**config.mk**
```make
export PLATFORM = sky130hd
export DESIGN_NAME = sad_motion_search
export DESIGN_NICKNAME = d
export VERILOG_FILES = /design/src/rtl/sad_pkg.sv /design/src/rtl/sad_absdiff.sv /design/src/rtl/sad_accum.sv /design/src/rtl/sad_best.sv /design/src/rtl/sad_motion_search.sv
export SDC_FILE = /design/constraint.sdc
export NUM_CORES = 1
export LEC_CHECK = 0
export BUFFER_PORTS_ARGS = -buffer_cell sky130_fd_sc_hd__buf_2
export CORE_MARGIN = 2
export CORE_UTILIZATION = 27
export DETAILED_ROUTE_END_ITERATION = 10
export GPL_TIMING_DRIVEN = 0
export HOLD_SLACK_MARGIN = 0.08
export SYNTH_ARGS = -nofsm -noshare
export SYNTH_HDL_FRONTEND = slang
export SYNTH_SLANG_ARGS = --single-unit
```
**constraint.sdc**
```tcl
create_clock -name clk -period 6.48 [get_ports clk]
set_clock_uncertainty 0.2 [all_clocks]
set_input_delay 0.972 -clock clk [delete_from_list [all_inputs] [get_ports clk]]
set_output_delay 0.972 -clock clk [all_outputs]
set_load 0.02 [all_outputs]
```
**src/rtl/sad_pkg.sv**
```systemverilog
package sad_pkg;

  // Implementation choices for the absolute-difference stage
  typedef enum logic {
    ABS_MUX = 1'b0,  // compare, then subtract in the right order
    ABS_NEG = 1'b1   // signed subtract, then conditional negate
  } absdiff_style_e;

  // Width of a sum of n values, each w bits wide
  function automatic int unsigned sum_width(input int unsigned w, input int unsigned n);
    return w + $clog2(n);
  endfunction

endpackage

```
**src/rtl/sad_absdiff.sv**
```systemverilog
module sad_absdiff
  import sad_pkg::*;
#(
  parameter int unsigned    PIX_W = 8,
  parameter absdiff_style_e STYLE = ABS_MUX
) (
  input  logic [PIX_W-1:0] a_pix,
  input  logic [PIX_W-1:0] b_pix,
  output logic [PIX_W-1:0] diff
);

  generate
    if (STYLE == ABS_MUX) begin : g_mux
      always_comb begin
        if (a_pix >= b_pix) diff = a_pix - b_pix;
        else                diff = b_pix - a_pix;
      end
    end else begin : g_neg
      logic [PIX_W:0] wide;
      logic [PIX_W:0] mag;
      always_comb begin
        wide = {1'b0, a_pix} - {1'b0, b_pix};
        mag  = wide[PIX_W] ? (~wide + 1'b1) : wide;
        diff = mag[PIX_W-1:0];
      end
    end
  endgenerate

endmodule

```
**src/rtl/sad_accum.sv**
```systemverilog
module sad_accum #(
  parameter int unsigned PIX_W   = 8,
  parameter int unsigned BLK_PIX = 16,
  localparam int unsigned SAD_W  = PIX_W + $clog2(BLK_PIX),
  localparam int unsigned CNT_W  = (BLK_PIX > 1) ? $clog2(BLK_PIX) : 1
) (
  input  logic             clk,
  input  logic             rst,
  input  logic             clear,
  input  logic             beat,
  input  logic             last,
  input  logic [PIX_W-1:0] diff,
  output logic [SAD_W-1:0] sum_now,
  output logic             done,
  output logic [CNT_W-1:0] beat_cnt
);

  logic [SAD_W-1:0] acc_q;
  logic [CNT_W-1:0] cnt_q;

  // Total including the beat being accepted right now
  assign sum_now  = acc_q + SAD_W'(diff);
  assign done     = beat & last;
  assign beat_cnt = cnt_q;

  always_ff @(posedge clk) begin
    if (rst || clear) begin
      acc_q <= '0;
      cnt_q <= '0;
    end else if (beat) begin
      if (last) begin
        acc_q <= '0;
        cnt_q <= '0;
      end else begin
        acc_q <= sum_now;
        cnt_q <= cnt_q + 1'b1;
      end
    end
  end

endmodule

```
**src/rtl/sad_best.sv**
```systemverilog
module sad_best #(
  parameter int unsigned SAD_W = 12,
  parameter int unsigned IDX_W = 8
) (
  input  logic             clk,
  input  logic             rst,
  input  logic             clear,
  input  logic             cand_done,
  input  logic [SAD_W-1:0] cand_sum,
  input  logic [IDX_W-1:0] cand_idx,
  output logic [SAD_W-1:0] best_sad_q,
  output logic [SAD_W-1:0] nxt_sad,
  output logic [IDX_W-1:0] nxt_idx
);

  logic [IDX_W-1:0] best_idx_q;
  logic             take;

  // Strict comparison: an equal total never displaces the holder
  assign take    = cand_done && (cand_sum < best_sad_q);
  assign nxt_sad = take ? cand_sum : best_sad_q;
  assign nxt_idx = take ? cand_idx : best_idx_q;

  always_ff @(posedge clk) begin
    if (rst || clear) begin
      best_sad_q <= '1;
      best_idx_q <= '0;
    end else begin
      best_sad_q <= nxt_sad;
      best_idx_q <= nxt_idx;
    end
  end

endmodule

```
**src/rtl/sad_motion_search.sv**
```systemverilog
module sad_motion_search
  import sad_pkg::*;
#(
  parameter int unsigned    PIX_W   = 8,
  parameter int unsigned    IDX_W   = 8,
  parameter int unsigned    BLK_PIX = 16,
  parameter absdiff_style_e ABS_STY = ABS_MUX,
  localparam int unsigned   SAD_W   = PIX_W + $clog2(BLK_PIX),
  localparam int unsigned   CNT_W   = (BLK_PIX > 1) ? $clog2(BLK_PIX) : 1
) (
  input  logic             clk,
  input  logic             rst,
  input  logic             in_valid,
  output logic             in_ready,
  input  logic [PIX_W-1:0] cand_pix,
  input  logic [PIX_W-1:0] tgt_pix,
  input  logic             pix_last,
  input  logic [IDX_W-1:0] cand_idx,
  input  logic             search_end,
  output logic             result_valid,
  output logic [IDX_W-1:0] best_idx,
  output logic [SAD_W-1:0] best_sad
);

  logic             res_valid_q;
  logic [IDX_W-1:0] res_idx_q;
  logic [SAD_W-1:0] res_sad_q;

  logic             beat;
  logic             report_fire;
  logic [PIX_W-1:0] diff;
  logic [SAD_W-1:0] sum_now;
  logic             cand_done;
  logic [CNT_W-1:0] beat_cnt_w;
  logic [SAD_W-1:0] best_sad_w;
  logic [SAD_W-1:0] nxt_sad;
  logic [IDX_W-1:0] nxt_idx;

  // The stream stalls only while the report is on the outputs
  assign in_ready    = ~res_valid_q;
  assign beat        = in_valid & in_ready;
  assign report_fire = search_end & ~res_valid_q;

  sad_absdiff #(
    .PIX_W (PIX_W),
    .STYLE (ABS_STY)
  ) u_abs (
    .a_pix (cand_pix),
    .b_pix (tgt_pix),
    .diff  (diff)
  );

  sad_accum #(
    .PIX_W   (PIX_W),
    .BLK_PIX (BLK_PIX)
  ) u_acc (
    .clk      (clk),
    .rst      (rst),
    .clear    (res_valid_q),
    .beat     (beat),
    .last     (pix_last),
    .diff     (diff),
    .sum_now  (sum_now),
    .done     (cand_done),
    .beat_cnt (beat_cnt_w)
  );

  sad_best #(
    .SAD_W (SAD_W),
    .IDX_W (IDX_W)
  ) u_best (
    .clk        (clk),
    .rst        (rst),
    .clear      (res_valid_q),
    .cand_done  (cand_done),
    .cand_sum   (sum_now),
    .cand_idx   (cand_idx),
    .best_sad_q (best_sad_w),
    .nxt_sad    (nxt_sad),
    .nxt_idx    (nxt_idx)
  );

  // Report register: captures the winner including a same-edge close
  always_ff @(posedge clk) begin
    if (rst) begin
      res_valid_q <= 1'b0;
      res_idx_q   <= '0;
      res_sad_q   <= '1;
    end else begin
      res_valid_q <= report_fire;
      if (report_fire) begin
        res_idx_q <= nxt_idx;
        res_sad_q <= nxt_sad;
      end
    end
  end

  assign result_valid = res_valid_q;
  assign best_idx     = res_idx_q;
  assign best_sad     = res_sad_q;

endmodule

```
==> impl_metrics.sql, run 1 <==
INSERT INTO impl_metrics (metric_group, metric, value, unit) VALUES
('global_route', 'via_count_of_the_first_global_routing_pass', '2700', ''),
('placed_design', 'routabilityCongestion', '0.7947', ''),
('route', 'detail_route.wl_per_cell', '12.92', 'µm'),
('floorplan', 'dieHeight', '113.0', 'µm'),
('timing', 'min_period_over_period', '0.9284', ''),
('layout', 'layout.cell_area.non_filler', '3795', 'µm²'),
('layout', 'syn2layout_area_growth', '18.25', '%'),
('power_and_ir_drop', 'power_per_unit_of_standard_cell_area', '240.1', 'nW/µm²'),
('critical_path', 'crit_path_cell_trace', 'buf_2 > inv_1 > ha_1 > inv_1 > fa_1 > nand3_1 > a31oi_2 > a211oi_4 > mux2_2 > a221oi_2 > xnor2_1 > ha_1 > nand4_1 > nor3_1 > nor2_1 > xnor2_1 > ha_1 > a21o_1 > a21oi_1 > o21ai_0 > a21o_1 > buf_2 > a211oi_1 > o21ai_0', ''),
('floorplan', 'floorplan.die_area', '12770', 'µm²'),
('critical_path', 'timing.critical_path.slowest_stage_cell', 'sky130_fd_sc_hd__a211oi_4', ''),
('critical_path', 'setup.worst_path.end_class', 'register', ''),
('clock_network', 'number_of_buffers_created_by_cts', '5', ''),
('layout', 'mostFrequentLayoutCell', 'sky130_fd_sc_hd__dfxtp_1', ''),
('power_and_ir_drop', 'vdd.ir_drop.worst', '145.9', 'µV'),
('route', 'final_antenna_net_count', '0', ''),
('min_path', 'hold_wc_path_type', 'reg2reg', ''),
('synth', 'ys_seq_area_frac', '0.3306', ''),
('critical_path', 'critPathRequiredTime', '6.45', 'ns'),
('critical_path', 'critical_path.max_stage_delay', '0.48', 'ns'),
('clock_network', 'worstSkewPairLatency', '0.29', 'ns'),
('clock_network', 'clock_tree_from_tritoncts', 'yes', ''),
('timing', 'slew_violations', '0', ''),
('clock_network', 'clock_path_buffers', '2', ''),
('timing', 'clock.fmax', '166.2', 'MHz'),
('placed_design', 'input_output_buffers', '50', ''),
('floorplan', 'floorplan.core_area', '11520', 'µm²'),
('layout', 'finalNetCount', '492', ''),
('clock_network', 'postCtsSetupRepairBufs', '0', ''),
('route', 'detail_route.vias_per_cell', '4.875', ''),
('route', 'drc_errors', '0', ''),
('critical_path', 'cp.buffers_inverters', '4', ''),
('placed_design', 'hpwl', '5790', 'µm'),
('placed_design', 'dp_cells', '560', ''),
('layout', 'insertedDiodeCount', '0', ''),
('power_and_ir_drop', 'leakage', '0.001857', 'µW'),
('timing', 'finalSetupTns', '0', 'ns'),
('floorplan', 'floorplan_row_count', '39', ''),
('placed_design', 'detailed_place.area', '3638', 'µm²'),
('floorplan', 'die_w', '113.0', 'µm'),
('layout', 'post_route_cells_drive_above_1_share', '0.1694', ''),
('synth', 'synth_enable_flop_cells', '0', ''),
('synth', 'postSynth.topFlopCell', 'sky130_fd_sc_hd__dfxtp_1', ''),
('clock_network', 'buffer_type_at_the_clock_tree_root', 'sky130_fd_sc_hd__clkbuf_16', ''),
('timing', 'final_hold_viol_count', '0', ''),
('run_status', 'run_status', 'completed', ''),
('global_route', 'grt_pass1_wl', '12450', 'µm'),
('synth', 'yosys_register_bits', '53', ''),
('floorplan', 'initial_utilization', '0.2787', ''),
('critical_path', 'critical-path-top-delay-family', 'compound AO/OA/AOI/OAI gates', ''),
('critical_path', 'worstPathArrival', '5.98', 'ns'),
('synth', 'mappedNetlistArea', '3209', 'µm²'),
('timing', 'tightest_slew', '0.6702', 'ns'),
('synth', 'syn_avg_cell_area', '8.745', 'µm²'),
('run', 'max_cap_violations', '0', ''),
('timing', 'worst_slack', '0.4637', 'ns'),
('global_route', 'grt_start_max_net_pins', '19', ''),
('critical_path', 'critPathKind', 'in2reg', ''),
('layout', 'final_std_cells_w_o_fill', '568', ''),
('critical_path', 'startpoint_type', 'primary input', ''),
('floorplan', 'pin_count', '51', ''),
('timing', 'rsz0062_at_grt', 'no', ''),
('timing', 'final.hold.worst_slack', '0.2892', 'ns'),
('route', 'drt_pre_antenna_iters', '6', ''),
('global_route', 'grt_antenna_before_repair', '0', ''),
('route', 'vias', '2769', ''),
('clock_network', 'h_tree_levels', '2', ''),
('timing', 'max_transition_margin', '0.5516', ''),
('timing', 'post_layout_minimum_cycle_time', '6.016', 'ns'),
('timing', 'setup_violations', '0', ''),
('global_route', 'globalRoute.totalOverflow', '0', '');
-- registers in the layout (all words and copies together) (netlist names) --
name and flops:
best_idx 8, result_valid 1, u_acc.acc_q 12, u_best.best_sad_q 12
u_best.best_idx_q 8, best_sad 12
-- area by class of cell --
cell class	instances	area [µm²]
tap	143	178.9
buffer	12	55.05
multi-input combinational	260	1941
clock buffer	5	125.1
sequential	53	1061
fill	1241	7721
clock inverter	3	26.28
timing repair buffer	50	250.2
inverter	42	157.7
-- Yosys cell counts (2+ instances only) --
master                     instances  area [µm²]
sky130_fd_sc_hd__nor3b_1           2       15.01
sky130_fd_sc_hd__a211o_1           3       26.28
sky130_fd_sc_hd__o211ai_1          3       22.52
sky130_fd_sc_hd__ha_1             36       450.4
sky130_fd_sc_hd__a31oi_1           3       18.77
sky130_fd_sc_hd__mux2_2            3       33.78
sky130_fd_sc_hd__a21o_1            8       60.06
sky130_fd_sc_hd__nor3_1           14       70.07
sky130_fd_sc_hd__o21ai_0          18       90.09
sky130_fd_sc_hd__o21bai_1          2       15.01
sky130_fd_sc_hd__a21oi_1          36       180.2
sky130_fd_sc_hd__o31ai_1           2       15.01
sky130_fd_sc_hd__o21a_1            2       15.01
sky130_fd_sc_hd__clkbuf_1          9       33.78
sky130_fd_sc_hd__buf_2             2       10.01
sky130_fd_sc_hd__nand2b_1          2       12.51
sky130_fd_sc_hd__nand4_1           4       25.02
sky130_fd_sc_hd__inv_1            42       157.7
sky130_fd_sc_hd__xnor2_1          11       96.34
sky130_fd_sc_hd__dfxtp_1          53        1061
sky130_fd_sc_hd__mux2i_1          24       240.2
sky130_fd_sc_hd__fa_1              3       60.06
sky130_fd_sc_hd__a211oi_1          5       37.54
sky130_fd_sc_hd__xor2_1            3       26.28
sky130_fd_sc_hd__nand3_1           2       10.01
sky130_fd_sc_hd__a22oi_1           8       60.06
sky130_fd_sc_hd__nand2_1          19       71.32
sky130_fd_sc_hd__or4_1             2       15.01
sky130_fd_sc_hd__nor2_1           26       97.59
sky130_fd_sc_hd__nor2b_1           5       31.28
-- power breakdown --
part	leakage, µW	switching, µW	internal [µW]
clock network	0.0000744	125	146
registers	0.000433	10.9	345
logic	0.00135	168	115
-- path summary, 6_finish.rpt --
path	from	end	slack (ns)	depth (start not counted)
worst max-delay path	cand_pix[0]	best_sad[2]	0.46	24
worst min-delay path	best_sad[10]	best_sad[10]	0.29	2
worst max register to register	u_acc.acc_q[0]	best_sad[3]	2.69	14
worst min register to register	best_sad[10]	best_sad[10]	0.29	2
-- repair_timing --
item | 4_1_cts | 5_1_grt
resized for setup | 0 | 1
setup endpoints to repair | 0 | 36
hold buffers | 0 | 0
-- worst reg2reg max path: stages (launching register included) --
cell and delay (ns):
sky130_fd_sc_hd__dfxtp_1 0.32, sky130_fd_sc_hd__ha_1 0.22, sky130_fd_sc_hd__inv_1 0.08, sky130_fd_sc_hd__fa_1 0.21, sky130_fd_sc_hd__nor2b_1 0.08, sky130_fd_sc_hd__o31ai_2 0.39
sky130_fd_sc_hd__nand2_1 0.10, sky130_fd_sc_hd__o311ai_1 0.45, sky130_fd_sc_hd__ha_1 0.22, sky130_fd_sc_hd__nand4_1 0.10, sky130_fd_sc_hd__o31ai_1 0.35, sky130_fd_sc_hd__a21o_1 0.22
sky130_fd_sc_hd__buf_2 0.32, sky130_fd_sc_hd__mux2i_1 0.30, sky130_fd_sc_hd__a21oi_1 0.10
-- through the flow --
step / total power (µW) / util
2_1_floorplan: 570.8 / -
3_3_place_gp: 638.4 / 0.3160
3_5_place_dp: 645.5 / 0.3160
4_1_cts: 914.1 / 0.3291
5_1_grt: 968.1 / 0.3295
6_report: 911.3 / 0.3295
-- logic make-up after synthesis --
family,count (synthesis),share of synthesized area
AOI/OAI and AO/OA,99,0.2008
muxes,27,0.08538
and+or+nand+nor,81,0.1197
DFF,53,0.3306
xor gates and xnor gates,14,0.03821
adders and majority gates,39,0.1591
buffers and inverters,54,0.06628
-- layer usage --
| metal | global-route usage | vias up | share of wire |
|---|---|---|---|
| li1 | - | 1403 | - |
| met1 | 0.1494 | 1300 | 0.44 |
| met2 | 0.2020 | 56 | 0.49 |
| met3 | 0.02089 | 10 | 0.046 |
| met4 | 0.03740 | 0 | 0.018 |
| met5 | 0 | - | 0 |
No activity file was read; power rests on OpenSTA's default activity.
==> inputs of run 2 (changes only) <==
- clock period: 6.48 -> 7.5 ns (I/O delays scaled with it)
==> impl_metrics.sql, run 2 (synthesized netlist as in run 1, its figures left out) <==
INSERT INTO impl_metrics (metric_group, metric, value, unit) VALUES
('critical_path', 'cp_max_fo', '10', ''),
('timing', 'tightest_slew', '0.6974', 'ns'),
('power_and_ir_drop', 'design_power_total', '786.0', 'µW'),
('layout', 'mostFrequentLayoutCells', 'sky130_fd_sc_hd__dfxtp_1, sky130_fd_sc_hd__buf_2, sky130_fd_sc_hd__inv_1', ''),
('critical_path', 'critPathKind', 'in2reg', ''),
('clock_network', 'clock_path_buffers', '2', ''),
('route', 'detail_route.wl_per_cell', '12.93', 'µm'),
('route', 'final_antenna_net_count', '0', ''),
('route', 'drc_errors', '0', ''),
('layout', 'post_route_cells_drive_above_1_share', '0.1671', ''),
('clock_network', 'buffer_type_at_the_clock_tree_root', 'sky130_fd_sc_hd__clkbuf_16', ''),
('power_and_ir_drop', 'sequentialPowerShare', '0.392', ''),
('power_and_ir_drop', 'internal-power', '524.1', 'µW'),
('run_status', 'run_status', 'completed', ''),
('clock_network', 'h_tree_levels', '2', ''),
('timing', 'slew_violations', '0', ''),
('timing', 'rsz0062_at_grt', 'no', ''),
('floorplan', 'initial_utilization', '0.2787', ''),
('placed_design', 'dp_cells', '560', ''),
('route', 'drt_pre_antenna_iters', '4', ''),
('layout', 'syn2layout_area_growth', '18.09', '%'),
('route', 'vias', '2778', ''),
('route', 'postRouteWirelength', '7347', 'µm'),
('floorplan', 'die_w', '113.0', 'µm'),
('global_route', 'grt_antenna_before_repair', '0', ''),
('clock_network', 'clock_tree_from_tritoncts', 'yes', ''),
('timing', 'post_layout_minimum_cycle_time', '6.285', 'ns'),
('clock_network', 'clock-sinks', '53', ''),
('power_and_ir_drop', 'leakage', '0.001861', 'µW'),
('clock_network', 'number_of_buffers_created_by_cts', '5', ''),
('placed_design', 'routabilityCongestion', '0.7947', ''),
('critical_path', 'worstPathArrival', '6.23', 'ns'),
('layout', 'final_std_cells_w_o_fill', '568', ''),
('timing', 'min_period_over_period', '0.8381', ''),
('placed_design', 'input_output_buffers', '50', ''),
('global_route', 'globalRouteTotalUtil', '0.1174', ''),
('critical_path', 'setup.worst_path.end_class', 'register', ''),
('min_path', 'hold_wc_path_type', 'reg2reg', ''),
('layout', 'mostFrequentLayoutCell', 'sky130_fd_sc_hd__dfxtp_1', ''),
('global_route', 'globalRoute.totalOverflow', '0', ''),
('run', 'max_cap_violations', '0', ''),
('route', 'drt_first_iter_violations', '115', ''),
('power_and_ir_drop', 'p_clk_frac', '0.298', ''),
('timing', 'finalSetupTns', '0', 'ns'),
('critical_path', 'startpoint_type', 'primary input', ''),
('floorplan', 'dieHeight', '113.0', 'µm'),
('timing', 'setup_violations', '0', ''),
('power_and_ir_drop', 'power_per_unit_of_standard_cell_area', '207.4', 'nW/µm²'),
('layout', 'final.fill_count', '1240', ''),
('power_and_ir_drop', 'power.switching_fraction', '0.3332', ''),
('power_and_ir_drop', 'vdd.ir_drop.worst', '125.7', 'µV'),
('placed_design', 'hpwl', '5790', 'µm'),
('power_and_ir_drop', 'share_comb_of_total_power', '0.310', ''),
('power_and_ir_drop', 'power_switching', '261.8', 'µW'),
('global_route', 'grt_pass1_wl', '12450', 'µm'),
('floorplan', 'floorplan.die_area', '12770', 'µm²'),
('clock_network', 'post_cts.resized_instances', '0', ''),
('global_route', 'grt_start_max_net_pins', '19', ''),
('timing', 'max_transition_margin', '0.5334', ''),
('global_route', 'via_count_of_the_first_global_routing_pass', '2700', ''),
('floorplan', 'floorplan_row_count', '39', ''),
('clock_network', 'postCtsSetupRepairBufs', '0', ''),
('floorplan', 'floorplan.core_area', '11520', 'µm²'),
('layout', 'insertedDiodeCount', '0', ''),
('clock_network', 'cts_hold_repair.buffers', '0', ''),
('timing', 'final_hold_viol_count', '0', ''),
('floorplan', 'pin_count', '51', ''),
('timing', 'clock.fmax', '159.1', 'MHz'),
('route', 'detail_route.vias_per_cell', '4.891', ''),
('clock_network', 'clkTransAtPathRegs', '0.07', 'ns'),
('layout', 'finalNetCount', '492', ''),
('critical_path', 'critPathRequiredTime', '7.44', 'ns'),
('clock_network', 'worstSkewPairLatency', '0.29', 'ns');
[run 2: cell types whose count changed in the layout (fill, tap and decap cells not counted)]
cell	previous run	this run
sky130_fd_sc_hd__o31ai_1	1	2
sky130_fd_sc_hd__o31ai_2	1	0
[run 2: path summary, 6_finish.rpt]
kind / start / to / slack (ns) / cells past startpoint
hold / removal: best_sad[10] / best_sad[10] / 0.29 / 2
setup / recovery: cand_pix[0] / best_sad[3] / 1.21 / 22
hold reg to reg: best_sad[10] / best_sad[10] / 0.29 / 2
setup reg to reg: u_acc.acc_q[0] / best_sad[3] / 3.54 / 14
[run 2: area by class of cell]
type | instances | area [µm²] | area share
Inverter | 42 | 157.7 | 0.04160
Buffer | 12 | 55.05 | 0.01453
Timing Repair Buffer | 50 | 250.2 | 0.06603
Multi-Input combinational cell | 260 | 1936 | 0.5107
Tap cell | 143 | 178.9 | 0.04721
Clock inverter | 3 | 26.28 | 0.006933
Clock buffer | 5 | 125.1 | 0.03301
Sequential cell | 53 | 1061 | 0.2800
[run 2: metrics by stage]
step / utilization / hold slack (ns) / cell area (µm²) / setup WS [ns]
after floorplan: - / 0.2522 / 3209 / 1.723
after global placement: 0.3160 / 0.2628 / 3638 / 0.9495
after detailed placement: 0.3160 / 0.2601 / 3638 / 0.9036
after CTS: 0.3291 / 0.2933 / 3790 / 1.197
after global routing: 0.3291 / 0.3393 / 3790 / 0.6707
final: 0.3291 / 0.2892 / 3790 / 1.215
[run 2: power groups by stage]
stage / Combinational (µW) / Sequential (µW) / Clock, µW
5_1_grt: 275 / 310 / 251
4_1_cts: 245 / 308 / 237
2_1_floorplan: 171 / 322 / 0
6_report: 244 / 308 / 234
3_3_place_gp: 238 / 314 / 0
3_5_place_dp: 243 / 314 / 0
[run 2: per-layer routing]
metal	share of wire	wire length (µm)	GRT usage	vias up
met4	0.017	126	0.03740	0
li1	-	-	-	1404
met2	0.49	3622	0.2020	54
met5	0	0	0	-
met1	0.45	3337	0.1494	1310
met3	0.036	261	0.02089	10
[run 2: worst max-delay path, stage by stage]
cell and delay, ns:
sky130_fd_sc_hd__buf_2 0.11, sky130_fd_sc_hd__inv_1 0.05, sky130_fd_sc_hd__ha_1 0.13, sky130_fd_sc_hd__inv_1 0.06, sky130_fd_sc_hd__fa_1 0.40, sky130_fd_sc_hd__nand3_1 0.13
sky130_fd_sc_hd__a31oi_2 0.12, sky130_fd_sc_hd__a211oi_4 0.53, sky130_fd_sc_hd__mux2i_1 0.28, sky130_fd_sc_hd__xnor2_1 0.14, sky130_fd_sc_hd__ha_1 0.30, sky130_fd_sc_hd__nor2b_1 0.16
sky130_fd_sc_hd__o31ai_1 0.55, sky130_fd_sc_hd__nand2_1 0.11, sky130_fd_sc_hd__o311ai_1 0.45, sky130_fd_sc_hd__ha_1 0.22, sky130_fd_sc_hd__nand4_1 0.09, sky130_fd_sc_hd__o31ai_1 0.35
sky130_fd_sc_hd__a21o_1 0.22, sky130_fd_sc_hd__buf_2 0.32, sky130_fd_sc_hd__mux2i_1 0.29, sky130_fd_sc_hd__a21oi_1 0.10
